$ cat src/rtl/bru_pkg.sv
package bru_pkg;
  typedef enum logic [1:0] {
    BR_NONE = 2'd0,
    BR_FOLD = 2'd1,
    BR_SPEC = 2'd2,
    BR_HELD = 2'd3
  } br_class_e;
endpackage

$ cat src/rtl/bru_classify.sv
module bru_classify
  import bru_pkg::*;
(
  input  logic      br_valid_i,
  input  logic      br_cond_i,
  input  logic      br_hint_i,
  input  logic      br_cond_rdy_i,
  input  logic      br_cond_val_i,
  input  logic      pend_i,
  output br_class_e cls_o,
  output logic      take_o
);
  always_comb begin
    cls_o  = BR_NONE;
    take_o = 1'b0;
    if (br_valid_i) begin
      if (pend_i) begin
        cls_o = BR_HELD;
      end else if (!br_cond_i || br_cond_rdy_i) begin
        cls_o  = BR_FOLD;
        take_o = !br_cond_i || br_cond_val_i;
      end else begin
        cls_o  = BR_SPEC;
        take_o = br_hint_i;
      end
    end
  end
endmodule

$ cat src/rtl/bru_pend.sv
module bru_pend #(
  parameter int PC_W = 32
) (
  input  logic            clk_i,
  input  logic            rst_ni,
  input  logic            start_i,
  input  logic            hint_i,
  input  logic [PC_W-1:0] target_i,
  input  logic [PC_W-1:0] fallthru_i,
  input  logic            res_valid_i,
  input  logic            res_taken_i,
  output logic            pend_o,
  output logic            resolve_o,
  output logic            flush_o,
  output logic [PC_W-1:0] redirect_o
);
  logic            pend_q, pred_q;
  logic [PC_W-1:0] tgt_q, ft_q;

  assign pend_o     = pend_q;
  assign resolve_o  = pend_q && res_valid_i;
  assign flush_o    = resolve_o && (res_taken_i != pred_q);
  assign redirect_o = res_taken_i ? tgt_q : ft_q;

  always_ff @(posedge clk_i or negedge rst_ni) begin
    if (!rst_ni) begin
      pend_q <= 1'b0;
      pred_q <= 1'b0;
      tgt_q  <= '0;
      ft_q   <= '0;
    end else if (resolve_o) begin
      pend_q <= 1'b0;
    end else if (start_i) begin
      pend_q <= 1'b1;
      pred_q <= hint_i;
      tgt_q  <= target_i;
      ft_q   <= fallthru_i;
    end
  end

  // flush is a single-cycle pulse
  a_r7_flush_single: assert property (@(posedge clk_i) disable iff (!rst_ni)
    flush_o |=> !flush_o);
  // no second speculation while one is outstanding
  a_r5_no_start_while_pend: assert property (@(posedge clk_i) disable iff (!rst_ni)
    pend_q |-> !start_i);
  // a started branch is outstanding next cycle
  a_r1_start_pends: assert property (@(posedge clk_i) disable iff (!rst_ni)
    start_i |=> pend_q);
endmodule

$ cat src/rtl/bru_spec_tbl.sv
module bru_spec_tbl #(
  parameter int DEPTH = 6
) (
  input  logic             clk_i,
  input  logic             rst_ni,
  input  logic [DEPTH-1:0] alloc_i,
  input  logic             alloc_spec_i,
  input  logic             flush_i,
  input  logic             release_i,
  input  logic [DEPTH-1:0] retire_i,
  input  logic [DEPTH-1:0] done_i,
  output logic [DEPTH-1:0] wb_en_o,
  output logic [DEPTH-1:0] spec_o
);
  logic [DEPTH-1:0] live_q, spec_q;

  for (genvar i = 0; i < DEPTH; i++) begin : g_ent
    always_ff @(posedge clk_i or negedge rst_ni) begin
      if (!rst_ni) begin
        live_q[i] <= 1'b0;
        spec_q[i] <= 1'b0;
      end else if (alloc_i[i] && !flush_i) begin
        live_q[i] <= 1'b1;
        spec_q[i] <= alloc_spec_i;
      end else if (retire_i[i] || (flush_i && spec_q[i])) begin
        live_q[i] <= 1'b0;
        spec_q[i] <= 1'b0;
      end else if (release_i) begin
        spec_q[i] <= 1'b0;
      end
    end
    assign wb_en_o[i] = live_q[i] && !spec_q[i] && done_i[i];
  end

  assign spec_o = spec_q;

  // nothing speculative survives a flush
  a_r7_flush_empties: assert property (@(posedge clk_i) disable iff (!rst_ni)
    flush_i |=> (spec_q == '0));
  // correct resolution leaves no speculative entry
  a_r6_release_clears: assert property (@(posedge clk_i) disable iff (!rst_ni)
    (release_i && !flush_i) |=> (spec_q == '0));
  // a speculative entry is always live
  a_r4_spec_is_live: assert property (@(posedge clk_i) disable iff (!rst_ni)
    ((spec_q & ~live_q) == '0));
endmodule

$ cat src/rtl/bru_spec_ctrl.sv
module bru_spec_ctrl
  import bru_pkg::*;
#(
  parameter int PC_W    = 32,
  parameter int DEPTH   = 6,
  parameter int ISSUE_W = 2
) (
  input  logic             clk_i,
  input  logic             rst_ni,
  input  logic             br_valid_i,
  input  logic             br_cond_i,
  input  logic             br_hint_i,
  input  logic             br_cond_rdy_i,
  input  logic             br_cond_val_i,
  input  logic [PC_W-1:0]  br_target_i,
  input  logic [PC_W-1:0]  br_fallthru_i,
  input  logic [PC_W-1:0]  seq_pc_i,
  input  logic             res_valid_i,
  input  logic             res_taken_i,
  input  logic [DEPTH-1:0] alloc_i,
  input  logic [DEPTH-1:0] exec_done_i,
  input  logic [DEPTH-1:0] retire_i,
  output logic [PC_W-1:0]  fetch_pc_o,
  output logic [DEPTH-1:0] wb_en_o,
  output logic             flush_o,
  output logic             hold_o
);
  localparam int CNT_W = $clog2(DEPTH + 1);

  br_class_e       cls;
  logic            take, pend, resolve, flush, start, alloc_spec;
  logic [PC_W-1:0] redirect;
  logic [DEPTH-1:0] spec;

  bru_classify u_cls (
    .br_valid_i   (br_valid_i),
    .br_cond_i    (br_cond_i),
    .br_hint_i    (br_hint_i),
    .br_cond_rdy_i(br_cond_rdy_i),
    .br_cond_val_i(br_cond_val_i),
    .pend_i       (pend),
    .cls_o        (cls),
    .take_o       (take)
  );

  assign start = (cls == BR_SPEC);

  bru_pend #(.PC_W(PC_W)) u_pend (
    .clk_i      (clk_i),
    .rst_ni     (rst_ni),
    .start_i    (start),
    .hint_i     (br_hint_i),
    .target_i   (br_target_i),
    .fallthru_i (br_fallthru_i),
    .res_valid_i(res_valid_i),
    .res_taken_i(res_taken_i),
    .pend_o     (pend),
    .resolve_o  (resolve),
    .flush_o    (flush),
    .redirect_o (redirect)
  );

  // younger issue in the same group as a new speculation is tagged too
  assign alloc_spec = (pend && !resolve) || start;

  bru_spec_tbl #(.DEPTH(DEPTH)) u_tbl (
    .clk_i       (clk_i),
    .rst_ni      (rst_ni),
    .alloc_i     (alloc_i),
    .alloc_spec_i(alloc_spec),
    .flush_i     (flush),
    .release_i   (resolve),
    .retire_i    (retire_i),
    .done_i      (exec_done_i),
    .wb_en_o     (wb_en_o),
    .spec_o      (spec)
  );

  always_comb begin
    if (flush)
      fetch_pc_o = redirect;
    else if (cls == BR_FOLD || cls == BR_SPEC)
      fetch_pc_o = take ? br_target_i : br_fallthru_i;
    else
      fetch_pc_o = seq_pc_i;
  end

  assign flush_o = flush;
  assign hold_o  = (cls == BR_HELD);

  // flush only in a resolving cycle
  a_r7_flush_needs_res: assert property (@(posedge clk_i) disable iff (!rst_ni)
    flush_o |-> res_valid_i);
  // a held branch never steers fetch
  a_r5_hold_seq: assert property (@(posedge clk_i) disable iff (!rst_ni)
    (hold_o && !flush_o) |-> (fetch_pc_o == seq_pc_i));
  // no write-back while an entry is tagged
  a_r4_no_spec_wb: assert property (@(posedge clk_i) disable iff (!rst_ni)
    ((wb_en_o & spec) == '0));
  // issue width respected on allocation
  a_r9_issue_width: assert property (@(posedge clk_i) disable iff (!rst_ni)
    $countones(alloc_i) <= ISSUE_W);
  // spec tags exist only while a branch is outstanding or just resolved
  a_r2_tags_need_pend: assert property (@(posedge clk_i) disable iff (!rst_ni)
    (spec != '0) |-> pend);

  logic [CNT_W-1:0] unused_cnt;
  assign unused_cnt = CNT_W'(0);
endmodule

$ cat config.mk
export PLATFORM = sky130hd
export DESIGN_NAME = bru_spec_ctrl
export DESIGN_NICKNAME = d
export VERILOG_FILES = /design/src/rtl/bru_pkg.sv /design/src/rtl/bru_classify.sv /design/src/rtl/bru_pend.sv /design/src/rtl/bru_spec_tbl.sv /design/src/rtl/bru_spec_ctrl.sv
export SDC_FILE = /design/constraint.sdc
export NUM_CORES = 1
export LEC_CHECK = 0
export ABC_AREA = 1
export BUFFER_PORTS_ARGS = -buffer_cell sky130_fd_sc_hd__buf_4
export CORE_ASPECT_RATIO = 1.75
export CORE_MARGIN = 3
export CORE_UTILIZATION = 42
export CTS_BUF_LIST = sky130_fd_sc_hd__clkbuf_4 sky130_fd_sc_hd__clkbuf_8
export CTS_CLUSTER_DIAMETER = 60
export DETAILED_ROUTE_END_ITERATION = 16
export PLACE_DENSITY_LB_ADDON = 0.2
export SLEW_MARGIN = 20
export SYNTH_ARGS = -nofsm -noshare
export SYNTH_HDL_FRONTEND = slang
export SYNTH_SLANG_ARGS = --single-unit
export TNS_END_PERCENT = 100
$ cat constraint.sdc
create_clock -name clk_i -period 1.7 [get_ports clk_i]
set_clock_uncertainty 0.05 [all_clocks]
set_input_delay 0.34 -clock clk_i [delete_from_list [all_inputs] [get_ports clk_i]]
set_output_delay 0.34 -clock clk_i [all_outputs]
set_load 0.02 [all_outputs]
Yosys cells after proc, flatten, opt, wreduce, memory -nomap -nowiden
Cells that the tools add are included.
{"block": "word_totals", "regBits": 78, "output_inout_bits": 40, "elab_cells": 118}
{"block": "classes", "n_eq_ne": 4, "n_mux": 37, "n_bitwise": 1, "reduce_logical": 60}
{"operator": "$mux W32", "count": 4}
{"operator": "$mux W1", "count": 30}
{"operator": "$logic_and A1 B1 Y1", "count": 27}
{"operator": "$reduce_bool A3 Y1", "count": 6}
{"operator": "$reduce_bool A2 Y1", "count": 7}
{"operator": "$logic_or A1 B1 Y1", "count": 10}
{"operator": "$logic_not A1 Y1", "count": 9}
{"operator": "$mux W2", "count": 3}
{"operator": "$eq A2 B2 Y1 const B", "count": 2}
{"operator": "$eq A2 B1 Y1 const B", "count": 1}
{"operator": "$reduce_and A2 Y1", "count": 1}
{"operator": "$ne A1 B1 Y1", "count": 1}
{"operator": "$not A1 Y1", "count": 1}

Depth between registers and ports, before layout
{"block": "logic_depth", "depth_word": 9, "depth_mapped": 8, "depth_no_buf": 7}

Cells and area by module
Synthesis repeated with hierarchy kept, for this count alone.
{"block": "unflattened", "hier_cells": 783, "hier_area_um2": 5193.7}
{"mod": "bru_pend", "instances": 1, "cells_per_inst": 394, "area_each_um2": 3065.4, "seq_area_each_um2": 1651.6}
{"mod": "bru_spec_ctrl", "instances": 1, "cells_per_inst": 284, "area_each_um2": 1412.6, "seq_area_each_um2": 0.0}
{"mod": "bru_spec_tbl", "instances": 1, "cells_per_inst": 92, "area_each_um2": 655.6, "seq_area_each_um2": 300.3}
{"mod": "bru_classify", "instances": 1, "cells_per_inst": 13, "area_each_um2": 60.1, "seq_area_each_um2": 0.0}

Worst setup path before layout
OpenSTA, ideal clock, no wires.
{"block": "synth_path", "kind": "input to output", "from": "input res_taken_i", "to": "output fetch_pc_o[0]", "arrival_ps": 1359, "slack_ps": -49, "stages": 7, "path_cell_list": "buf_4 > xor2_2 > nand2_4 > buf_6 > nand2_1 > inv_1 > a21oi_1"}
{"block": "synth_between", "elab_chain_cells": 3, "elab_cells_between_ends": 4}
{"element": "start, declared", "line": "bru_spec_ctrl.sv:19", "text": "input logic res_taken_i,"}
{"element": "$ne A1 B1 Y1", "line": "bru_pend.sv:22", "text": "assign flush_o = resolve_o && (res_taken_i != pred_q);"}
{"element": "$logic_and A1 B1 Y1", "line": "bru_pend.sv:22"}
{"element": "$mux W32 *", "line": "bru_spec_ctrl.sv:80", "text": "if (flush)"}
{"element": "end, declared", "line": "bru_spec_ctrl.sv:23", "text": "output logic [PC_W-1:0] fetch_pc_o,"}
Every way passes the cells marked *; elsewhere a longest branch is shown, timed or not.

Final worst setup path
{"block": "layout_path", "from": "register u_pend.pend_q (netlist: u_pend.pend_o)", "to": "output fetch_pc_o[31]"}
{"block": "layout_between", "elab_chain_cells": 6, "elab_cells_between_ends": 12}
{"element": "start, declared", "line": "bru_pend.sv:17", "text": "logic pend_q, pred_q;"}
{"element": "start signal, assigned", "line": "bru_pend.sv:27", "text": "pend_q <= 1'b0;"}
{"element": "start signal, assigned", "line": "bru_pend.sv:32", "text": "pend_q <= 1'b0;"}
{"element": "start signal, assigned", "line": "bru_pend.sv:34", "text": "pend_q <= 1'b1;"}
{"element": "$mux W2", "line": "bru_classify.sv:17", "text": "if (pend_i) begin"}
{"element": "$mux W2", "line": "bru_classify.sv:16", "text": "if (br_valid_i) begin"}
{"element": "$eq A2 B1 Y1 / $eq A2 B2 Y1 (equally long branches)", "line": "bru_spec_ctrl.sv:82", "text": "else if (cls == BR_FOLD || cls == BR_SPEC)"}
{"element": "$logic_or A1 B1 Y1", "line": "bru_spec_ctrl.sv:82"}
{"element": "$mux W32", "line": "bru_spec_ctrl.sv:82"}
{"element": "$mux W32 *", "line": "bru_spec_ctrl.sv:80"}
Marks and branches as above.

==> flow_summary.yaml <==
status:
  outcome: "finished with violations"
  violations: "setup timing"
timing:
  fin_hold_ws_ns: 0.1635
  worst_slack_ns: -0.4553
  period_share_pct: 126.8
  worstMarginPinSlew_ns: 0.3570
  timing.final.max_slew_violations: 0
  rsz0062_at_grt: "yes"
  period_minus_slack_ns: 2.155
  slew_headroom_pct: 76.20
  finalSetupViolCount: 33
  hold_viol: 0
  fmax_ghz: 0.4640
  tns_ns: -13.04
setup_path:
  startpoint: "u_pend.pend_o"
  path_max_fanout: 17
  cp_cell_sequence: "nor2_4, buf_6, buf_12, nand4_1, nand3_2, a21oi_2, buf_4"
  reg2reg_depth: 11
  critical_path.max_stage_delay_ns: 0.41
  crit_slowest_cell: "dfrtp_1"
  cp.arrival_ns: 1.77
  endpoint_kind: "primary output"
  required_ns: 1.31
  timing.rr.end: "u_tbl.live_q[2]"
  reg2reg_slack_ns: 0.15
  crit_type: "reg -> out"
  start_kind: "register"
  timing.rr.start: "u_pend.pend_o"
  critPathCapture: "fetch_pc_o[31]"
layout:
  final_nets: 1043
  layout_common_cells: "nand2_1, buf_4, inv_1"
  utilization_pct: 62.35
  fillers: 1045
  drive_gt1_share_pct: 30.81
  antenna_cells: 0
  final_common_cell: "nand2_1"
  finalInstanceArea_um2: 7042
  area_delta_synth_final_pct: 42.88
power:
  p_leak_nw: 3.958
  power_density_nw_per_um2: 817.5
  irDropWorstVdd_uv: 432.4
routing:
  wl_per_cell_um: 13.91
  drtAntennaViolNets: 0
  drtIter0Drc: 273
  routed_via_density: 5.066
  drt_first_pass_iters: 5
  drc: 0
  vias: 5355
  wirelength_um: 14700
synthesis:
  synth_fp_nets: 874
  netlist_instances: 751
  netlist_area_um2: 4928
  synth.distinct_cells: 20
  yosys_register_bits: 78
  yosysTopAreaCellShare_pct: 39.60
  yosysTopAreaCell: "dfrtp_1"
  yosys_warnings: 0
  avgSynthCellArea_um2: 6.563
  ys_seq_area_share_pct: 39.60
  synth_area_leaders: "dfrtp_1, nand2_1, inv_1"
die:
  dieArea_um2: 13120
  placementRows: 51
  die_h_um: 149.3
  core_region_area_um2: 11290
  start_util_pct: 43.64
  die_w_um: 87.89
  boundaryPins: 163
clock_network:
  cts_tree: "done"
  cts.sinks: 78
  numCtsBuffers: 9
  cts_buffer_depth: 2
  clk_pin_slew_ns: 0.08
  cts_root_buf: "clkbuf_8"
  h-tree-depth: 3
  clkLatencyLatePin_ns: 0.35
placed_design:
  placed_area_um2: 6611
  gp_congestion: 0.8688
  io_buffers: 162
  dp_hpwl_um: 10550
global_routing:
  grt_max_degree: 74
  track_usage_pct: 22.97
  first_global_vias: 5299
  overflow: 0
  antenna_found_initial: 0
  grt_first_pass_wirelength_um: 24000
flow_run:
  max_cap_viol_count: 0
hold_path:
  whs_path_depth: 3
  hold_class: "in -> reg"
report_power, final:
part | switching, mW | total [mW] | internal (mW)
Combinational | 1.03 | 1.91 | 0.886
Sequential | 0.185 | 2.37 | 2.19
Clock | 0.678 | 1.47 | 0.790
worst min path at each step:
stage	from	end
floorplan	rst_ni	u_pend.ft_q[0]
global placement	rst_ni	u_pend.ft_q[6]
detailed placement	rst_ni	u_pend.ft_q[6]
CTS	alloc_i[3]	u_tbl.live_q[3]
global route	alloc_i[3]	u_tbl.live_q[3]
finish	alloc_i[3]	u_tbl.live_q[3]
sequential cells by signal, indices dropped and copies added (netlist names):
register       count
u_pend.tgt_q      32
u_tbl.live_q       6
u_pend.pend_o      1
u_tbl.spec_o       6
u_pend.pred_q      1
u_pend.ft_q       32
synth_stat cells, drive strengths merged:
master	n
o21ai	102
nand2	220
xor2	1
dfrtp	78
nand4	36
nand3	44
nor2	41
a21oi	34
clkbuf	15
inv	148
buf	32
kinds of logic after synthesis:
family | count (synthesis) | synth area share (%)
buffers and inverters | 195 | 16.22
AND/OR/NAND/NOR | 341 | 29.42
XOR/XNOR | 1 | 0.3301
flip-flops | 78 | 39.60
AO/OA/AOI/OAI | 136 | 14.42
repair_timing:
| item | CTS | global route |
|---|---|---|
| setup endpoints to repair | 33 | 34 |
| endpoints found under the hold margin | 22 | 0 |
| buffers inserted | 2 | 1 |
| hold buffers | 1 | 0 |
| cloned | 2 | 0 |
| resized for setup | 22 | 14 |
| pin swaps | 8 | 0 |
cell type report:
cell class / count / area [µm²] / area share, %
Timing Repair Buffer: 205 / 1778 / 25.25
Inverter: 148 / 555.5 / 7.889
Tap cell: 132 / 165.2 / 2.345
Sequential cell: 78 / 1952 / 27.72
Clock inverter: 3 / 42.54 / 0.6041
Multi-Input combinational cell: 478 / 2382 / 33.83
Clock buffer: 13 / 166.4 / 2.363
per-stage QoR:
step	power (mW)	std cells	setup slack (ns)
5_1_grt	6.140	1057	-0.5215
4_1_cts	5.780	1056	-0.4328
3_5_place_dp	4.233	1035	-0.1322
3_3_place_gp	4.167	1035	-0.1309
2_1_floorplan	3.455	751	0.04840
6_report	5.757	1057	-0.4553
critical path, delay by kind of cell, from the launching register on:
family / cells / cell delay, ns
flip-flops: 1 / 0.41
AND/OR/NAND/NOR: 3 / 0.46
buffers and inverters: 3 / 0.47
AO/OA/AOI/OAI: 1 / 0.05
per-layer routing:
layer | global-route usage, % | wire length (µm) | vias to the layer above
li1 | - | - | 2659
met5 | 0 | 0 | -
met2 | 40.52 | 8070 | 156
met1 | 27.47 | 5558 | 2512
met3 | 2.875 | 688 | 28
met4 | 9.677 | 383 | 0
No activity file was read; power rests on OpenSTA's default activity.
